===== config.mk =====
export PLATFORM = sky130hd
export DESIGN_NAME = gpio_port_bank
export DESIGN_NICKNAME = d
export VERILOG_FILES = /design/src/rtl/gpio_pkg.sv /design/src/rtl/gpio_sync.sv /design/src/rtl/gpio_regs.sv /design/src/rtl/gpio_change_det.sv /design/src/rtl/gpio_port_bank.sv
export SDC_FILE = /design/constraint.sdc
export NUM_CORES = 1
export LEC_CHECK = 0
export ABC_AREA = 1
export CAP_MARGIN = 20
export CORE_AREA = 2 2 84 78
export DETAILED_ROUTE_END_ITERATION = 7
export DIE_AREA = 0 0 86 80
export DONT_BUFFER_PORTS = 1
export PLACE_DENSITY = 0.67
export SLEW_MARGIN = 20
export SYNTH_ARGS = -nofsm -noshare
export SYNTH_HDL_FRONTEND = slang
export SYNTH_SLANG_ARGS = --single-unit

===== constraint.sdc =====
create_clock -name clk -period 1.25 [get_ports clk]
set_input_delay 0.0625 -clock clk [delete_from_list [all_inputs] [get_ports clk]]
set_output_delay 0.0625 -clock clk [all_outputs]
set_load 0.05 [all_outputs]

===== src/rtl/gpio_pkg.sv =====
// Package: shared register select encoding for the GPIO port bank.
// The select values are decoded by the bus interface, so their order is fixed.
package gpio_pkg;
    typedef enum logic [1:0] {
        SEL_IN  = 2'd0,
        SEL_OUT = 2'd1,
        SEL_POL = 2'd2,
        SEL_DIR = 2'd3
    } reg_sel_e;
endpackage


===== src/rtl/gpio_sync.sv =====
// Module: gpio_sync
// Brings an asynchronous pin vector into the clock domain through a chain of
// STAGES flops. Assumes STAGES >= 2. Reset loads RST_VAL (the pull-up level).
module gpio_sync #(
    parameter int          WIDTH   = 8,
    parameter int          STAGES  = 2,
    parameter logic [WIDTH-1:0] RST_VAL = '1
) (
    input  logic             clk,
    input  logic             rst_n,
    input  logic [WIDTH-1:0] async_i,
    output logic [WIDTH-1:0] sync_o
);
    logic [WIDTH-1:0] chain_q [STAGES];

    // Shift the raw levels through the synchronizer chain.
    always_ff @(posedge clk) begin
        if (!rst_n) begin
            for (int s = 0; s < STAGES; s++) chain_q[s] <= RST_VAL;
        end else begin
            chain_q[0] <= async_i;
            for (int s = 1; s < STAGES; s++) chain_q[s] <= chain_q[s-1];
        end
    end

    assign sync_o = chain_q[STAGES-1];
endmodule


===== src/rtl/gpio_regs.sv =====
// Module: gpio_regs
// Holds the output latch, read-inversion mask and direction mask, and drives
// per-pin output enable and data. Writes with the input-register select are
// discarded. Assumes single-cycle write strobes.
module gpio_regs
    import gpio_pkg::*;
#(
    parameter int WIDTH = 8
) (
    input  logic             clk,
    input  logic             rst_n,
    input  logic             wr_en,
    input  reg_sel_e         sel,
    input  logic [WIDTH-1:0] wr_data,
    output logic [WIDTH-1:0] out_q,
    output logic [WIDTH-1:0] pol_q,
    output logic [WIDTH-1:0] dir_q,
    output logic [WIDTH-1:0] pin_oe,
    output logic [WIDTH-1:0] pin_do
);
    // Update the addressed register on a write strobe.
    always_ff @(posedge clk) begin
        if (!rst_n) begin
            out_q <= '1;
            pol_q <= '0;
            dir_q <= '1;
        end else if (wr_en) begin
            case (sel)
                SEL_OUT: out_q <= wr_data;
                SEL_POL: pol_q <= wr_data;
                SEL_DIR: dir_q <= wr_data;
                default: ;
            endcase
        end
    end

    // Drive enables for output pins and gate data on input pins.
    always_comb begin
        pin_oe = ~dir_q;
        pin_do = out_q & ~dir_q;
    end


    dir_follow_chk: assert property (@(posedge clk) disable iff (!rst_n)
        (wr_en && sel == SEL_DIR) |=> (pin_oe == ~$past(wr_data)));


    in_write_ignored_chk: assert property (@(posedge clk) disable iff (!rst_n)
        (wr_en && sel == SEL_IN) |=> ($stable(out_q) && $stable(pol_q) && $stable(dir_q)));
endmodule


===== src/rtl/gpio_change_det.sv =====
// Module: gpio_change_det
// Keeps a snapshot of the synchronized pin levels, reloaded on each input read,
// and pulls the active-low interrupt while any input pin differs from it.
// Assumes the pins are already synchronized and not inverted.
module gpio_change_det #(
    parameter int WIDTH = 8
) (
    input  logic             clk,
    input  logic             rst_n,
    input  logic             cap_en,
    input  logic [WIDTH-1:0] pin_s,
    input  logic [WIDTH-1:0] dir_q,
    output logic             irq_n
);
    logic [WIDTH-1:0] snap_q;
    logic [WIDTH-1:0] diff;

    // Capture raw pin levels on each input-register read.
    always_ff @(posedge clk) begin
        if (!rst_n)      snap_q <= '1;
        else if (cap_en) snap_q <= pin_s;
    end

    // Flag input pins that no longer match the snapshot.
    always_comb begin
        diff  = (pin_s ^ snap_q) & dir_q;
        irq_n = ~|diff;
    end


    snap_load_chk: assert property (@(posedge clk) disable iff (!rst_n)
        cap_en |=> (snap_q == $past(pin_s)));


    irq_steady_chk: assert property (@(posedge clk) disable iff (!rst_n)
        (!$past(cap_en) && $stable(pin_s) && $stable(dir_q)) |-> $stable(irq_n));
endmodule


===== src/rtl/gpio_port_bank.sv =====
// Module: gpio_port_bank
// Top of the GPIO port: synchronizer, register bank, change detector and the
// registered read path. Assumes strobes last one cycle and come from a bus
// interface in the same clock domain.
module gpio_port_bank
    import gpio_pkg::*;
#(
    parameter int WIDTH     = 8,
    parameter int SYNC_DEPTH = 2
) (
    input  logic             clk,
    input  logic             rst_n,
    input  logic [WIDTH-1:0] pin_i,
    input  logic             wr_en,
    input  logic             rd_en,
    input  logic [1:0]       reg_sel,
    input  logic [WIDTH-1:0] wr_data,
    output logic [WIDTH-1:0] rd_data,
    output logic [WIDTH-1:0] pin_oe,
    output logic [WIDTH-1:0] pin_do,
    output logic             irq_n
);
    localparam logic [WIDTH-1:0] PULL_LVL = '1;

    reg_sel_e         sel;
    logic [WIDTH-1:0] pin_s;
    logic [WIDTH-1:0] out_q;
    logic [WIDTH-1:0] pol_q;
    logic [WIDTH-1:0] dir_q;
    logic             rd_in;

    assign sel   = reg_sel_e'(reg_sel);
    assign rd_in = rd_en && (sel == SEL_IN);

    gpio_sync #(.WIDTH(WIDTH), .STAGES(SYNC_DEPTH), .RST_VAL(PULL_LVL)) u_sync (
        .clk     (clk),
        .rst_n   (rst_n),
        .async_i (pin_i),
        .sync_o  (pin_s)
    );

    gpio_regs #(.WIDTH(WIDTH)) u_regs (
        .clk     (clk),
        .rst_n   (rst_n),
        .wr_en   (wr_en),
        .sel     (sel),
        .wr_data (wr_data),
        .out_q   (out_q),
        .pol_q   (pol_q),
        .dir_q   (dir_q),
        .pin_oe  (pin_oe),
        .pin_do  (pin_do)
    );

    gpio_change_det #(.WIDTH(WIDTH)) u_det (
        .clk    (clk),
        .rst_n  (rst_n),
        .cap_en (rd_in),
        .pin_s  (pin_s),
        .dir_q  (dir_q),
        .irq_n  (irq_n)
    );

    // Register the selected value on a read strobe; hold it otherwise.
    always_ff @(posedge clk) begin
        if (!rst_n) begin
            rd_data <= '0;
        end else if (rd_en) begin
            case (sel)
                SEL_IN:  rd_data <= pin_s ^ pol_q;
                SEL_OUT: rd_data <= out_q;
                SEL_POL: rd_data <= pol_q;
                SEL_DIR: rd_data <= dir_q;
                default: rd_data <= '0;
            endcase
        end
    end


    in_read_chk: assert property (@(posedge clk) disable iff (!rst_n)
        rd_in |=> (rd_data == $past(pin_s ^ pol_q)));


    rd_hold_chk: assert property (@(posedge clk) disable iff (!rst_n)
        !rd_en |=> $stable(rd_data));


    out_pins_quiet_chk: assert property (@(posedge clk) disable iff (!rst_n)
        (!irq_n) |-> (dir_q != '0));
endmodule


==> summary.md <==
| Metric | Value |
|---|---|
| Max-Cap Viols | 0 |
| Most common cell after layout, fill and taps aside | nand2_1 |
| Crit-path cells | clkinvlp_4 -> a21oi_1 -> o21ai_0 -> nand3_2 -> nor2_4 |
| Sequential area share after synthesis | 44.6% |
| Number of I/O port buffers | 0 |
| Clock Sinks | 56 |
| RSZ-0062 raised after global routing | yes |
| Die height | 80 um |
| Die Area | between 6000 and 7000 sq um |
| Placed cells | 438 |
| Most frequent cells in the layout | 66 x nand2_1, 54 x nor2_1, 48 x dfxtp_1 |
| Grt ovf | 0 |
| Failing checks | negative setup slack |
| Clock root buffer | clkbuf_8 |
| Post-synth net total | approximately 370 |
| Slew @ Worst Pin | roughly 0.93 ns |
| Setup WS pre-CTS | approximately 0.12 ns |
| Largest net degree at the start of global routing | 24 |
| FF/Latch Area | around 1100 sq um |
| CP max FO | 3 |
| Antenna violations before repair | 0 |
| Nets | roughly 420 |
| Status | finished with violations |
| CTS max path bufs | 2 |
| First-pass GRT wire length | approximately 11,000 um |
| Core area | around 6000 sq um |
| Fillers | between 500 and 600 |
| Multi-input gate area | 1140 sq um |
| Fmax | about 690 MHz |
| Critical Path Slowest Stage Cell | dfxtp_1 |
| Final Wtd Congestion | about 0.83 |
| Post-DP HPWL | approximately 4300 um |
| Initial detailed-routing violation count | about 110 |
| Mapped Avg Cell Area | approximately 7.1 sq um |
| Clk_skew | 0.00269 ns |
| WP data required | 1.19 ns |
| Routed len/inst | 13.1 um |
| Syn Inst Count | 352 |
| Core Rows | 27 |
| I/O pin cnt | 47 |
| Clk_lat worst skew | around 0.32 ns |
| Hold Crit Depth | 4 |
| PD cells | around 1200 nW/um^2 |
| Synth Register Bits | 56 |
| Most area-consuming cells after synthesis | dfxtp_1 45%, nand2_1 10%, nor2_1 8.2%, nand3_1 7.2%, inv_1 6.4% |
| # setup viols final | 1 |
| Die Wd | 86 um |
| Cell taking the most area after synthesis | dfxtp_1 |
| Setup CP Type | reg2out |
| Fin. Hold Viols | 0 |
| Starting density of the core | 42.0% |
| ANT nets after route | 0 |
| Crit. End Element | primary output |
| Worst path max stage delay | 0.37 ns |
| Vias in the first global route | around 2,400 |
| Clock Pin Slew Worst Setup and Hold Paths | 0.11 ns |
| Distinct cell type count after synthesis | 24 |
| CTS tree | built |
| Global Route Usage Sum | between 15 and 20% |
| Slew HR | 38.0% |
| Ratio of cells with drive above 1 in the final layout | 22.9% |
| Finished Layout Cells | 470 |
| Leakage Power | between 1.5 and 2 nW |
| WHS | a little under 0.0008 ns |
| Hold Crit Class | in2reg |
| Max IR drop VDD | 0.000816 V |
| Tcrit/Tclk final | 116% |
| Fin. max-slew vios | 0 |
| Final WS setup | -0.195 ns |
| Area growth syn-to-layout | 23.8% |
| DRC Markers | 0 |
| Arr. time, crit path | 1.38 ns |
| DRT Pass-1 Iters | 4 |
| Vias per cell | approximately 5.0 |
| Htree depth | 2 |
| Reg2reg path depth | 9 |
| Mapped Area | 2510 sq um |
| Vias | roughly 2,300 |
| Total power | 3.73 mW |
| Synth top area share | approximately 45% |
| CTS Buf Count | 5 |
| Routed WL | around 6200 um |
| Time the worst path needs with I/O delays and setup | 1.44 ns |
| Diodes inserted | 0 |
| Ys Warns | 0 |
| Setup crit start kind | flip-flop |
==> cell usage after synthesis, drive strengths merged <==
cell type  instances
nand2             69
o211ai            15
o21ai             18
inv               46
clkbuf             4
nor2              58
nor3               1
xor2               1
or2               16
nand3             36
a21oi             20
buf               12
dfxtp             56
==> registers in the layout, summed over array words and instances, names as in the netlist <==
| signal | cells |
|---|---|
| rd_data | 8 |
| u_regs.out_q | 8 |
| u_regs.pol_q | 8 |
| u_det.snap_q | 8 |
| u_regs.dir_q | 8 |
| u_sync.chain_q | 16 |
==> worst max-delay path: cells and delay by family (launching register included) <==
kind	cells	cell delay (ns)
flops	1	0.37
compound gates	2	0.13
buf+inv	1	0.09
simple gates	2	0.46
==> cell families after synthesis <==
family	after synthesis	synth area share [%]
flip-flops	56	44.6
buffers and inverters	62	10.9
AO/OA/AOI/OAI	53	12.7
AND/OR/NAND/NOR	180	31.5
XOR/XNOR	1	0.349
==> layer usage <==
| metal | vias up | part of all wire, % | global-route usage (%) |
|---|---|---|---|
| li1 | 1204 | - | - |
| met3 | 10 | 6.5 | 4.96 |
| met2 | 62 | 49 | 35.0 |
| met5 | - | 0 | 0 |
| met1 | 1061 | 43 | 22.9 |
| met4 | 0 | 1.3 | 6.98 |
==> layout make-up <==
| class | instances | area share, % |
|---|---|---|
| sequential | 56 | 36.4 |
| timing repair buffer | 54 | 14.8 |
| clock inverter | 3 | 0.805 |
| multi-input combinational | 234 | 36.7 |
| inverter | 46 | 6.19 |
| tap | 72 | 2.90 |
| clock buffer | 5 | 2.21 |
==> path summary, 6_finish.rpt <==
check / slack, ns / startpoint / to
hold / removal: 0.0008 / rd_en / rd_data[3]$_SDFFE_PN0P_
setup / recovery: -0.19 / u_regs.dir_q[7]$_SDFFE_PN1P_ / irq_n
setup reg to reg: 0.15 / u_sync.chain_q[0][14]$_SDFF_PN1_ / rd_data[6]$_SDFFE_PN0P_
hold reg to reg: 0.42 / u_sync.chain_q[0][1]$_SDFF_PN1_ / u_sync.chain_q[0][9]$_SDFF_PN1_
==> metrics by stage <==
step | setup TNS, ns | instance area [sq um] | utilization, %
6_report | -0.195 | 3110 | 52.0
5_1_grt | -0.264 | 3110 | 52.0
2_1_floorplan | 0 | 2530 | -
3_3_place_gp | 0 | 2750 | 46.1
4_1_cts | -0.563 | 3100 | 51.8
3_5_place_dp | 0 | 2750 | 46.1
==> where the power goes <==
group	total, mW	leakage [nW]	switching (mW)	internal [mW]
combinational	0.720	1.05	0.460	0.260
clock	1.06	0.0452	0.654	0.410
sequential	1.95	0.459	0.0635	1.88
total	3.73	1.55	1.18	2.55
==> repair_timing <==
item                       4_1_cts  5_1_grt
buffers inserted                 5        1
hold endpoints to repair        48        0
pin swaps                        3        5
hold buffers                    20        0
setup endpoints to repair        1       25
gates resized for setup          9        8
(Power assumes the default switching activity.)
